--- src/rtl/tt_sched_pkg.sv ---
package tt_sched_pkg;
  typedef enum logic [1:0] {
    SEG_STATIC = 2'd0,
    SEG_DYN    = 2'd1,
    SEG_SYM    = 2'd2,
    SEG_NIT    = 2'd3
  } seg_e;
endpackage

--- src/rtl/tt_grant_eval.sv ---
module tt_grant_eval #(
  parameter int ID_W   = 11,
  parameter int LEN_W  = 8,
  parameter int SEG_W  = 16,
  parameter int PEND_W = 64
) (
  input  logic [ID_W-1:0]   slot_id,
  input  logic              in_static,
  input  logic              in_dyn,
  input  logic [PEND_W-1:0] pending,
  input  logic [LEN_W-1:0]  frame_len,
  input  logic [SEG_W-1:0]  seg_rem,
  output logic              want
);
  localparam int IDX_W = $clog2(PEND_W);
  localparam logic [ID_W:0] LIMIT = (ID_W+1)'(PEND_W);

  logic in_range;
  logic hit;
  logic fits;

  // IDs past the bitmap are never pending
  assign in_range = {1'b0, slot_id} < LIMIT;
  assign hit      = in_range && pending[slot_id[IDX_W-1:0]];
  // frame must end inside the dynamic segment
  assign fits     = SEG_W'(frame_len) <= seg_rem;
  assign want     = hit && (in_static || (in_dyn && fits));
endmodule

--- src/rtl/tt_cycle_ctr.sv ---
module tt_cycle_ctr #(
  parameter int CYC_W = 6
) (
  input  logic             clk,
  input  logic             rst,
  input  logic             inc,
  output logic [CYC_W-1:0] cnt
);
  always_ff @(posedge clk) begin
    if (rst)      cnt <= '0;
    else if (inc) cnt <= cnt + CYC_W'(1);
  end
endmodule

--- src/rtl/tt_slot_sched.sv ---
module tt_slot_sched
  import tt_sched_pkg::*;
#(
  parameter int ID_W   = 11,
  parameter int LEN_W  = 8,
  parameter int SEG_W  = 16,
  parameter int PEND_W = 64,
  parameter int CYC_W  = 6
) (
  input  logic              clk,
  input  logic              rst,
  input  logic              mt_en,
  input  logic [ID_W-1:0]   cfg_static_slots,
  input  logic [LEN_W-1:0]  cfg_static_len,
  input  logic [LEN_W-1:0]  cfg_minislot_len,
  input  logic [SEG_W-1:0]  cfg_dyn_len,
  input  logic [SEG_W-1:0]  cfg_sym_len,
  input  logic [SEG_W-1:0]  cfg_nit_len,
  input  logic [LEN_W-1:0]  cfg_frame_len,
  input  logic [PEND_W-1:0] tx_pending,
  input  logic              bus_busy,
  output logic [ID_W-1:0]   slot_id,
  output logic [1:0]        segment,
  output logic [CYC_W-1:0]  cycle,
  output logic              tx_grant
);
  localparam logic [LEN_W-1:0] LEN_ONE = LEN_W'(1);
  localparam logic [SEG_W-1:0] SEG_ONE = SEG_W'(1);
  localparam logic [ID_W-1:0]  ID_ONE  = ID_W'(1);

  seg_e             seg_q, seg_d;
  logic [ID_W-1:0]  slot_q, slot_d;
  logic [LEN_W-1:0] srem_q, srem_d;   // macroticks left in slot, current included
  logic [SEG_W-1:0] grem_q, grem_d;   // macroticks left in segment, current included
  logic             fresh_q, fresh_d; // current macrotick is the slot's first
  logic             own_q, own_d;     // this node is sending in the dynamic slot
  logic             grant_q, grant_d;
  logic             cyc_inc;
  logic             want;
  logic             start_own;

  tt_grant_eval #(
    .ID_W(ID_W), .LEN_W(LEN_W), .SEG_W(SEG_W), .PEND_W(PEND_W)
  ) u_eval (
    .slot_id   (slot_q),
    .in_static (seg_q == SEG_STATIC),
    .in_dyn    (seg_q == SEG_DYN),
    .pending   (tx_pending),
    .frame_len (cfg_frame_len),
    .seg_rem   (grem_q),
    .want      (want)
  );

  tt_cycle_ctr #(.CYC_W(CYC_W)) u_cyc (
    .clk (clk),
    .rst (rst),
    .inc (cyc_inc),
    .cnt (cycle)
  );

  assign start_own = fresh_q && want && (seg_q == SEG_DYN);

  always_comb begin
    seg_d   = seg_q;
    slot_d  = slot_q;
    srem_d  = srem_q;
    grem_d  = grem_q;
    fresh_d = fresh_q;
    own_d   = own_q;
    grant_d = 1'b0;
    cyc_inc = 1'b0;
    if (mt_en) begin
      grant_d = fresh_q && want;
      fresh_d = 1'b0;
      unique case (seg_q)
        SEG_STATIC: begin
          if (srem_q == LEN_ONE) begin
            slot_d  = slot_q + ID_ONE;
            fresh_d = 1'b1;
            if (slot_q == cfg_static_slots) begin
              seg_d  = SEG_DYN;
              grem_d = cfg_dyn_len;
              srem_d = cfg_minislot_len;
              own_d  = 1'b0;
            end else begin
              srem_d = cfg_static_len;
            end
          end else begin
            srem_d = srem_q - LEN_ONE;
          end
        end
        SEG_DYN: begin
          if (grem_q == SEG_ONE) begin
            seg_d  = SEG_SYM;
            slot_d = '0;
            grem_d = cfg_sym_len;
            own_d  = 1'b0;
          end else begin
            grem_d = grem_q - SEG_ONE;
            if (start_own && cfg_frame_len != LEN_ONE) begin
              own_d  = 1'b1;
              srem_d = cfg_frame_len - LEN_ONE;
            end else if (start_own || srem_q == LEN_ONE) begin
              if (!start_own && !own_q && bus_busy) begin
                srem_d = cfg_minislot_len;
              end else begin
                slot_d  = slot_q + ID_ONE;
                srem_d  = cfg_minislot_len;
                fresh_d = 1'b1;
                own_d   = 1'b0;
              end
            end else begin
              srem_d = srem_q - LEN_ONE;
            end
          end
        end
        SEG_SYM: begin
          if (grem_q == SEG_ONE) begin
            seg_d  = SEG_NIT;
            grem_d = cfg_nit_len;
          end else begin
            grem_d = grem_q - SEG_ONE;
          end
        end
        SEG_NIT: begin
          if (grem_q == SEG_ONE) begin
            seg_d   = SEG_STATIC;
            slot_d  = ID_ONE;
            srem_d  = cfg_static_len;
            fresh_d = 1'b1;
            cyc_inc = 1'b1;
          end else begin
            grem_d = grem_q - SEG_ONE;
          end
        end
        default: seg_d = SEG_STATIC;
      endcase
    end
  end

  always_ff @(posedge clk) begin
    if (rst) begin
      seg_q   <= SEG_STATIC;
      slot_q  <= ID_ONE;
      srem_q  <= cfg_static_len;
      grem_q  <= '0;
      fresh_q <= 1'b1;
      own_q   <= 1'b0;
      grant_q <= 1'b0;
    end else begin
      seg_q   <= seg_d;
      slot_q  <= slot_d;
      srem_q  <= srem_d;
      grem_q  <= grem_d;
      fresh_q <= fresh_d;
      own_q   <= own_d;
      grant_q <= grant_d;
    end
  end

  assign slot_id  = slot_q;
  assign segment  = seg_q;
  assign tx_grant = grant_q;
endmodule

--- config.mk ---
export PLATFORM = sky130hd
export DESIGN_NAME = tt_slot_sched
export DESIGN_NICKNAME = d
export VERILOG_FILES = /design/src/rtl/tt_sched_pkg.sv /design/src/rtl/tt_grant_eval.sv /design/src/rtl/tt_cycle_ctr.sv /design/src/rtl/tt_slot_sched.sv
export SDC_FILE = /design/constraint.sdc
export NUM_CORES = 1
export LEC_CHECK = 0
export CAP_MARGIN = 40
export CORE_ASPECT_RATIO = 1.2
export CORE_MARGIN = 1
export CORE_UTILIZATION = 28
export CTS_BUF_LIST = sky130_fd_sc_hd__clkbuf_8
export DETAILED_ROUTE_END_ITERATION = 8
export PLACE_DENSITY_LB_ADDON = 0.25
export SLEW_MARGIN = 15
export SYNTH_ARGS = -nofsm -noshare
export SYNTH_HDL_FRONTEND = slang
export SYNTH_SLANG_ARGS = --single-unit
--- constraint.sdc ---
create_clock -name clk -period 6.1 [get_ports clk]
set_clock_uncertainty 0.2 [all_clocks]
set_input_delay 0.915 -clock clk [delete_from_list [all_inputs] [get_ports clk]]
set_output_delay 0.915 -clock clk [all_outputs]
set_load 0.05 [all_outputs]
==> impl_results.md, run 1 <==
- F_max: 236 MHz
- Post-synth EDFFs: 8
- LEAKAGE: 2.33 nW
- RSZ-0062 raised after global routing: false
- WP depth: 9
- Buf/Inv on CP: 1
- Fillers: 1566
- Post-Place Cells: 918
- CTS buffer count: 5
- Slew headroom: 0.412
- Mean Syn Cell Area: 7.82 sq um
- Seq cells post-synth: 46
- Largest net degree at the start of global routing: 39
- Post-layout instance area: 6450 sq um
- CTS Sinks: 46
- Final worst path period share: 0.694
- Hold-critical path depth: 2
- Synth Instances: 573
- Setup crit start kind: flip-flop
- Syn Std Cell Area: 4480 sq um
- Drt first pass iters: 4
- Initial antenna violation count: 0
- Max incr delay on CP: 0.82 ns
- GRT Util Overall: 0.192
- Crit-path max FO: 15
- First-pass GRT wire length: 25.6 mm
- R2r startpoint: slot_id[0]$_SDFFE_PP1P_
- Post_cts resized: 0
- Via-per-instance ratio: 5.39
- Status: complete, no violations
- # H-tree levels: 2
- TritonCTS clock tree: done
- DR vias: 4991
- DRT Wirelength: 16.1 mm
- Worst min path class: reg -> reg
- Yosys warns: 0
- Portion of the post-synthesis area used by sequential elements: 0.223
- Setup violations, final: 0
- Final min period: 4.23 ns
- Syn Nets: 744
- Ys async rst share: 0
- Fin cells: 926
- Clock Latency Late Sink: 0.31 ns
- CP required: 6.02 ns
- Post-CTS setup buffer count: 0
- Post-DRT Antenna Nets: 0
- Vias in the first global route: 5013
- DRC: 0
- WP data arrival: 4.15 ns
- Routability cong.: 0.885
- Peak supply drop: 0.137 mV
- Setup TNS: 0 ns
- Area Growth Syn to Fin: 43.8%
- Worst hold start: own_q$_SDFFE_PP0P_
- Antenna Cells: 0
- Placement Cell Area: 6340 sq um
- Max-slew violation count: 0
- I/O Pins: 171
- Crit. End Element: flip-flop
- RR Endpoint: srem_q[5]$_DFFE_PP_
- Hpwl dp: 12.7 mm
- Worst Max-Slew Pin Slew: 0.881 ns
- Worst R2R Path Depth: 9
- Overall power: 792 uW
- DRT iter0 DRCs: 205
- Standard-cell rows: 50
- R2r setup slk: 1.87 ns
- Critical Setup Path Class: reg -> reg
- Root buf cell: clkbuf_8
- Initial Util: 0.287
- CP Cell Sequence: buf_4 -> mux4_2 -> a22o_1 -> a211o_1 -> a32o_1 -> nand3_1 -> mux2i_1 -> nor2_1 -> o41ai_1
- Cts hold-fix bufs: 0
- Port bufs: 170
- Hold worst-path end: own_q$_SDFFE_PP0P_
- Top FF cell, synth: dfxtp_1
- Worst path top cell family by delay: multiplexers
- Core Region: 15600 sq um
- CTS clock-pin slew for the worst setup and hold paths: 0.09 ns
- Slowest CP cell: dfxtp_1
- Die height: 141 um
- Number of distinct library cells after synthesis: 63
- Die footprint: 16500 sq um
- Final hold viol count: 0
- Max-cap viol count: 0
- Clock buffer depth: 2
- Grt ovf: 0
- Routed len/inst: 17.3 um
- Power per cell area: 123 nW/um^2
- Die width: 118 um
- Nets@finish: 888
- Share of layout cells above drive strength 1: 0.0682
==> logic make-up (layout without fill, tap and decap cells) <==
family / count (synthesis) / in the layout / synth area share
and+or+nand+nor: 224 / 224 / 0.262
AOI/OAI and AO/OA: 151 / 151 / 0.221
buffers and inverters: 66 / 211 / 0.0581
DFF: 46 / 46 / 0.223
xor gates and xnor gates: 35 / 35 / 0.0684
muxes: 31 / 31 / 0.111
adders and majority gates: 20 / 20 / 0.0558
==> report_power, final <==
group          switching [mW]  internal, mW
sequential            0.00963         0.321
combinational          0.0856         0.137
clock                   0.118         0.121
==> worst register-to-register path, cell delays in order (launching register included) <==
cell     delay (ns)
dfxtp_1        0.82
buf_4          0.34
mux4_2         0.53
a22o_1         0.24
a211o_1        0.26
a32o_1         0.32
nand3_1        0.40
mux2i_1        0.60
nor2_1         0.09
o41ai_1        0.25
==> flip-flops by register name, summed over array words and instances, names as in the netlist <==
name,count
grem_q,16
slot_id,11
srem_q,8
u_cyc.cnt,6
segment,2
fresh_q,1
own_q,1
tx_grant,1
==> cell usage in the layout, fill, tap and decap left out, types with 6 or more instances in the layout <==
cell	instances
mux4_2	15
nand2b_1	15
dfxtp_1	38
nand2_1	43
nor2_1	60
edfxtp_1	8
nand4_1	7
inv_1	26
a221oi_1	9
a221o_1	9
o211ai_1	12
a21oi_1	47
ha_1	20
or4_1	6
clkdlybuf4s50_1	170
nand3_1	16
o21ai_0	34
and3_1	10
xnor2_1	30
mux2i_1	16
o31ai_1	7
nor3_1	13
nor4_1	12
==> final cells by class <==
cell class / count / area (sq um) / share of cell area
inverter: 26 / 97.6 / 0.0151
clock inverter: 3 / 41.3 / 0.00641
sequential: 46 / 1000 / 0.155
multi-input combinational: 461 / 3220 / 0.500
tap: 208 / 260 / 0.0404
clock buffer: 5 / 68.8 / 0.0107
timing repair buffer: 177 / 1760 / 0.272
==> through the flow <==
step / util / hold WS (ns) / setup slack [ns]
floorplan: - / 0.246 / 2.47
global placement: 0.404 / 0.259 / 1.83
detailed placement: 0.405 / 0.278 / 1.76
CTS: 0.412 / 0.291 / 1.84
global route: 0.412 / 0.316 / 1.53
finish: 0.412 / 0.294 / 1.87
==> how the worst max path moves through the flow <==
stage	startpoint	to	slack [ns]
final	slot_id[0]$_SDFFE_PP1P_	srem_q[5]$_DFFE_PP_	1.87
after global routing	slot_id[0]$_SDFFE_PP1P_	srem_q[5]$_DFFE_PP_	1.53
after CTS	slot_id[0]$_SDFFE_PP1P_	srem_q[4]$_DFFE_PP_	1.84
after detailed placement	tx_pending[58]	srem_q[4]$_DFFE_PP_	1.76
after global placement	tx_pending[58]	srem_q[5]$_DFFE_PP_	1.83
after floorplan	slot_id[0]$_SDFFE_PP1P_	srem_q[2]$_DFFE_PP_	2.47
==> cell usage after synthesis (all sizes together) (4+ instances only) <==
cell type  number  area, sq um
and3           10         62.6
clkbuf         30          113
o31ai           7         52.6
nand2b         15         93.8
mux4           15          338
a221oi          9         78.8
or2             5         31.3
buf            10         50.1
xnor2          30          263
or4b            5         50.1
nor3           13         65.1
o21ai          35          179
or4             8         67.6
and2            4         27.5
inv            26         97.6
a221o           9         90.1
ha             20          250
nand4           7         43.8
nor4           13         87.6
nor2           61          231
mux2i          16          160
nor2b           5         31.3
or3             5         31.3
a21oi          47          235
a22oi           5         37.5
nand3          16         80.1
xor2            5         43.8
edfxtp          8          240
nand2          45          174
o211ai         12         90.1
dfxtp          38          761
nand3b          5         37.5
==> layer usage <==
| layer | GRT usage | vias to the layer above | share of wire |
|---|---|---|---|
| li1 | - | 2409 | - |
| met1 | 0.215 | 2340 | 0.40 |
| met2 | 0.351 | 215 | 0.50 |
| met3 | 0.0457 | 27 | 0.076 |
| met4 | 0.0742 | 0 | 0.030 |
| met5 | 0 | - | 0 |
(Power assumes the default switching activity.)
==> run 2, diff against run 1 <==
==> constraint.sdc (replaced) <==
create_clock -name clk -period 4 [get_ports clk]
set_clock_uncertainty 0.2 [all_clocks]
set_input_delay 0.6 -clock clk [delete_from_list [all_inputs] [get_ports clk]]
set_output_delay 0.6 -clock clk [all_outputs]
set_load 0.05 [all_outputs]
==> run 2 against run 1 <==
  * Core utilization up 0.54 points
  * Register-to-register slack worse by 1.5 ns
  * Combinational power up 51%
  * Cell area up 1.3%
  * Final cell count up 1.2%
  * Wire length down 2.0%
  * Setup slack worse by 1.5 ns
  * Total power up 53%
==> impl_results.md, run 2 (synthesis gave the netlist of run 1 again) <==
- Post-CTS setup buffer count: 0 (unchanged)
- DRT iter0 DRCs: 166 (-19%)
- Final worst path period share: 0.901 (+0.207)
- Core Region: 15600 sq um (unchanged)
- Post-layout instance area: 6530 sq um (+1.3%)
- Max-cap viol count: 0 (unchanged)
- CP required: 4.05 ns (-1.97 ns)
- Status: complete, no violations
- Post_cts resized: 0 (unchanged)
- Crit-path max FO: 18 (+3)
- Hpwl dp: 12.6 mm (-0.31%)
- Routed len/inst: 16.8 um (-3.1%)
- Die footprint: 16500 sq um (unchanged)
- Cts hold-fix bufs: 0 (unchanged)
- DRC: 0 (unchanged)
- I/O Pins: 171 (unchanged)
- Worst Max-Slew Pin Slew: 0.658 ns (-0.224 ns)
- Drt first pass iters: 5 (+1)
- WP data arrival: 3.65 ns (-0.50 ns)
- Post-Place Cells: 929 (+1.2%)
- Share of layout cells above drive strength 1: 0.0823 (+0.0141)
- Area Growth Syn to Fin: 45.7%
- Die height: 141 um (unchanged)
- Setup violations, final: 0 (unchanged)
- Nets@finish: 899 (+1.2%)
- Root buf cell: clkbuf_8
- Clock Latency Late Sink: 0.31 ns (about the same)
- Setup TNS: 0 ns (unchanged)
- Number of flip-flops in the largest register: 16 (unchanged)
- Fin cells: 937 (+1.2%)
- Antenna Cells: 0 (unchanged)
- Setup crit start kind: flip-flop
- First-pass GRT wire length: 25.3 mm (-1.2%)
- # H-tree levels: 2 (unchanged)
- Port bufs: 170 (unchanged)
- Initial Util: 0.287 (unchanged)
- Via-per-instance ratio: 5.31 (-1.5%)
- Internal: 900 uW (+55%)
- Grt ovf: 0 (unchanged)
- Final min period: 3.60 ns (-0.629 ns)
- GRT Util Overall: 0.189 (-0.00324)
- Most common cell after layout, fill and taps aside: clkdlybuf4s50_1
- CTS Sinks: 46 (unchanged)
- Initial antenna violation count: 0 (unchanged)
- LEAKAGE: 2.39 nW (+2.6%)
- DR vias: 4976 (-0.30%)
- Critical Setup Path Class: reg -> reg
- TritonCTS clock tree: done
- Seq pwr share: 0.416 (-0.002)
- Fillers: 1566 (unchanged)
- Switching pwr: 308 uW (+45%)
- Clock buffer depth: 2 (unchanged)
- Final hold viol count: 0 (unchanged)
- Routability cong.: 0.887 (+0.21%)
- Placement Cell Area: 6410 sq um (+1.2%)
- Biggest register: grem_q
- Crit. End Element: flip-flop
- Final hold slack: 0.297 ns (+0.00345 ns)
- Comb pwr share: 0.278 (-0.003)
- Most frequent cells in the layout: clkdlybuf4s50_1, nor2_1, a21oi_1
- DRT Wirelength: 15.7 mm (-2.0%)
- Post-DRT Antenna Nets: 0 (unchanged)
- Peak supply drop: 0.111 mV (-19%)
- Die width: 118 um (unchanged)
- Vias in the first global route: 4792 (-4.4%)
- F_max: 278 MHz (+17%)
- Worst min path class: reg -> reg
- Clock power share: 0.306 (+0.004)
- Switching part of the total: 0.255 (-0.0139)
- RSZ-0062 raised after global routing: false
- Max-slew violation count: 0 (unchanged)
- Standard-cell rows: 50 (unchanged)
- CTS buffer count: 5 (unchanged)
- CTS clock-pin slew for the worst setup and hold paths: 0.10 ns (about the same)
- Slew headroom: 0.555 (+0.144)
- Largest net degree at the start of global routing: 40 (+2.6%)
- Power per cell area: 185 nW/um^2 (+51%)
==> run 2: cell count changes in the layout (fill, tap and decap cells not counted) <==
cell / change
buf_4: +12
buf_6: -1
clkbuf_8: +1
clkinvlp_4: -1
==> run 2: worst max-delay path: stages (launching register included) <==
cell and delay (ns):
dfxtp_1 0.62, buf_4 0.31, mux4_2 0.52, a31oi_1 0.22
nand3_1 0.10, a32o_1 0.31, a21oi_1 0.29, o21ai_2 0.26
or4b_1 0.56, a21oi_1 0.15
==> run 2: path summary, 6_finish.rpt <==
check                            endpoint                     from  slack (ns)  cells past startpoint
hold / removal         own_q$_SDFFE_PP0P_       own_q$_SDFFE_PP0P_        0.30                      2
setup reg to reg  slot_id[5]$_SDFFE_PP0P_  slot_id[0]$_SDFFE_PP1P_        0.40                      9
setup / recovery  slot_id[5]$_SDFFE_PP0P_  slot_id[0]$_SDFFE_PP1P_        0.40                      9
hold reg to reg        own_q$_SDFFE_PP0P_       own_q$_SDFFE_PP0P_        0.30                      2
==> run 2: per-layer routing <==
layer | track usage | share of wire | vias up
li1 | - | - | 2427
met4 | 0.0506 | 0.015 | 0
met5 | 0 | 0 | -
met2 | 0.342 | 0.50 | 209
met3 | 0.0396 | 0.073 | 12
met1 | 0.225 | 0.41 | 2328
==> run 2: power groups by stage <==
stage	clock network (mW)	logic [mW]	registers, mW
finish	0.370	0.335	0.503
CTS	0.381	0.337	0.503
detailed placement	0	0.334	0.514
global route	0.398	0.364	0.506
floorplan	0	0.141	0.512
global placement	0	0.331	0.514
==> run 2: layout make-up <==
type	count	area, sq um	share of cell area
clock buffers	6	82.6	0.0126
clock inverters	2	33.8	0.00517
inverters	26	97.6	0.0149
multi-input cells	461	3220	0.493
flip-flops and latches	46	1000	0.153
well taps	208	260	0.0398
repair buffers	188	1830	0.281
==> run 2: stage by stage <==
stage	power [mW]	setup WS [ns]	util
after global routing	1.27	0.141	0.418
final	1.21	0.398	0.418
after CTS	1.22	0.358	0.418
after floorplan	0.653	0.374	-
after detailed placement	0.848	0.187	0.410
after global placement	0.845	0.214	0.410
==> run 3, diff against run 2 <==
--- a/config.mk
+++ b/config.mk
@@ -6,7 +6,6 @@
 export NUM_CORES = 1
 export LEC_CHECK = 0
 export CAP_MARGIN = 40
-export CORE_ASPECT_RATIO = 1.2
 export CORE_MARGIN = 1
 export CORE_UTILIZATION = 28
 export CTS_BUF_LIST = sky130_fd_sc_hd__clkbuf_8
==> run 3 against run 2 <==
  * Cell area hardly changed
  * Setup slack worse by 0.0070 ns
  * Sequential power hardly changed
  * Sequential share of layout area hardly changed
  * Largest cell class unchanged
  * Fmax is 0.19% lower
  * Final cell count is 0.43% higher
  * Hold slack worse by 0.014 ns
  * Critical path depth stayed put
==> impl_results.md, run 3 (synthesis gave the netlist of run 1 again) <==
- Nets@finish: 900 (+0.11%)
- DR vias: 4990 (+0.28%)
- Most frequent cells in the layout: clkdlybuf4s50_1, nor2_1, a21oi_1
- Final min period: 3.61 ns (+0.00700 ns)
- Final worst path period share: 0.902 (+0.00175)
- Die height: 129 um (-8.6%)
- Post-CTS setup buffer count: 0 (unchanged)
- LEAKAGE: 2.39 nW (about the same)
- Antenna Cells: 0 (unchanged)
- Power per cell area: 185 nW/um^2 (about the same)
- Setup crit start kind: flip-flop
- Max-slew violation count: 0 (unchanged)
- Largest net degree at the start of global routing: 43 (+7.5%)
- # H-tree levels: 2 (unchanged)
- Critical Setup Path Class: reg -> reg
- RR Endpoint: slot_id[5]$_SDFFE_PP0P_
- Share of layout cells above drive strength 1: 0.0836 (+0.00126)
- Post_cts resized: 0 (unchanged)
- Initial Util: 0.291 (+0.00395)
- Max-cap viol count: 0 (unchanged)
- Grt ovf: 0 (unchanged)
- Number of flip-flops in the largest register: 16 (unchanged)
- WP data arrival: 3.65 ns (about the same)
- Most common cell after layout, fill and taps aside: clkdlybuf4s50_1
- CTS Sinks: 46 (unchanged)
- Routed len/inst: 16.9 um (+0.67%)
- GRT Util Overall: 0.188 (-0.000951)
- Setup TNS: 0 ns (unchanged)
- R2r setup slk: 0.39 ns (about the same)
- Worst hold start: own_q$_SDFFE_PP0P_
- Crit path launch: slot_id[0]$_SDFFE_PP1P_
- Hpwl dp: 12.5 mm (-1.1%)
- Crit. End Element: flip-flop
- DRT Wirelength: 15.9 mm (+1.1%)
- Setup violations, final: 0 (unchanged)
- Drt first pass iters: 5 (unchanged)
- Crit-path max FO: 14 (-4)
- Fillers: 1573 (+0.45%)
- Root buf cell: clkbuf_8
- CTS clock-pin slew for the worst setup and hold paths: 0.10 ns (about the same)
- F_max: 277 MHz (-0.19%)
- Placement Cell Area: 6430 sq um (+0.18%)
- Die footprint: 16500 sq um (about the same)
- TritonCTS clock tree: done
- Worst min path class: reg -> reg
- Vias in the first global route: 4975 (+3.8%)
- I/O Pins: 171 (unchanged)
- Area Growth Syn to Fin: 45.8% (about the same)
- CP required: 4.04 ns (about the same)
- Initial antenna violation count: 0 (unchanged)
- R2r startpoint: slot_id[0]$_SDFFE_PP1P_
- Clock Latency Late Sink: 0.32 ns (about the same)
- Die width: 129 um (+9.4%)
- Worst R2R Path Depth: 9 (unchanged)
- CTS buffer count: 5 (unchanged)
- DRT iter0 DRCs: 250 (+51%)
- Post-DRT Antenna Nets: 0 (unchanged)
- Final hold slack: 0.283 ns (-0.0145 ns)
- Metal3 WL: 1.31 mm (+14%)
- First-pass GRT wire length: 24.8 mm (-2.0%)
- Max Used Layer: met4
- Peak supply drop: 0.112 mV (+1.1%)
- Worst Max-Slew Pin Slew: 0.698 ns (+0.0404 ns)
- Worst setup path endpoint: slot_id[5]$_SDFFE_PP0P_
- Final hold viol count: 0 (unchanged)
- RSZ-0062 raised after global routing: false
- Wl on met1: 6.65 mm (+3.0%)
- Biggest register: grem_q
- Cts hold-fix bufs: 0 (unchanged)
- Post-layout instance area: 6540 sq um (about the same)
- DR WL met2: 7.65 mm (-2.9%)
- Status: complete, no violations
- Via-per-instance ratio: 5.30 (-0.14%)
- DRC: 0 (unchanged)
- Core Region: 15400 sq um (-1.4%)
- Clock buffer depth: 2 (unchanged)
- Port bufs: 170 (unchanged)
- Routability cong.: 0.888 (+0.19%)
- Post-layout util: 0.424 (+0.00600)
- Standard-cell rows: 45 (-10%)
- Slew headroom: 0.534 (-0.0214)
## run 3: stage by stage
stage,cells,worst slack [ns],power [mW]
5_1_grt,941,0.184,1.26
2_1_floorplan,573,0.374,0.653
3_5_place_dp,933,0.172,0.852
6_report,941,0.391,1.21
3_3_place_gp,932,0.247,0.844
4_1_cts,941,0.406,1.21
## run 3: where the power goes
| group | switching [mW] | total (mW) | leakage, nW | internal (mW) |
|---|---|---|---|---|
| Clock | 0.180 | 0.365 | 0.0599 | 0.185 |
| Combinational | 0.130 | 0.339 | 1.94 | 0.209 |
| Sequential | 0.0145 | 0.504 | 0.389 | 0.490 |
| Total | 0.325 | 1.21 | 2.39 | 0.884 |
## run 3: how the worst min path moves through the flow
stage	slack [ns]	to	depth (start not counted)
after floorplan	0.25	own_q$_SDFFE_PP0P_	2
after global placement	0.26	own_q$_SDFFE_PP0P_	2
after detailed placement	0.26	own_q$_SDFFE_PP0P_	2
after CTS	0.28	own_q$_SDFFE_PP0P_	2
after global routing	0.33	own_q$_SDFFE_PP0P_	2
final	0.28	own_q$_SDFFE_PP0P_	2
## run 3: routing by layer
metal  GRT usage  up-vias
li1            -     2432
met1       0.216     2311
met2       0.349      223
met3      0.0432       24
met4      0.0471        0
met5           0        -
## run 3: final cells by class
type / instances / area, sq um / share of cell area
multi-input combinational: 461 / 3220 / 0.493
timing repair buffer: 189 / 1840 / 0.282
sequential: 46 / 1000 / 0.153
tap: 211 / 264 / 0.0404
inverter: 26 / 97.6 / 0.0149
clock buffer: 5 / 68.8 / 0.0105
clock inverter: 3 / 40.0 / 0.00613
## run 3: critical path, stage by stage, from the launching register on
cell	delay [ns]
dfxtp_1	0.61
buf_4	0.29
mux4_2	0.53
a31oi_1	0.21
nand3_1	0.10
a32o_1	0.32
a21oi_1	0.33
o21ai_2	0.24
or4b_1	0.54
a21oi_1	0.16
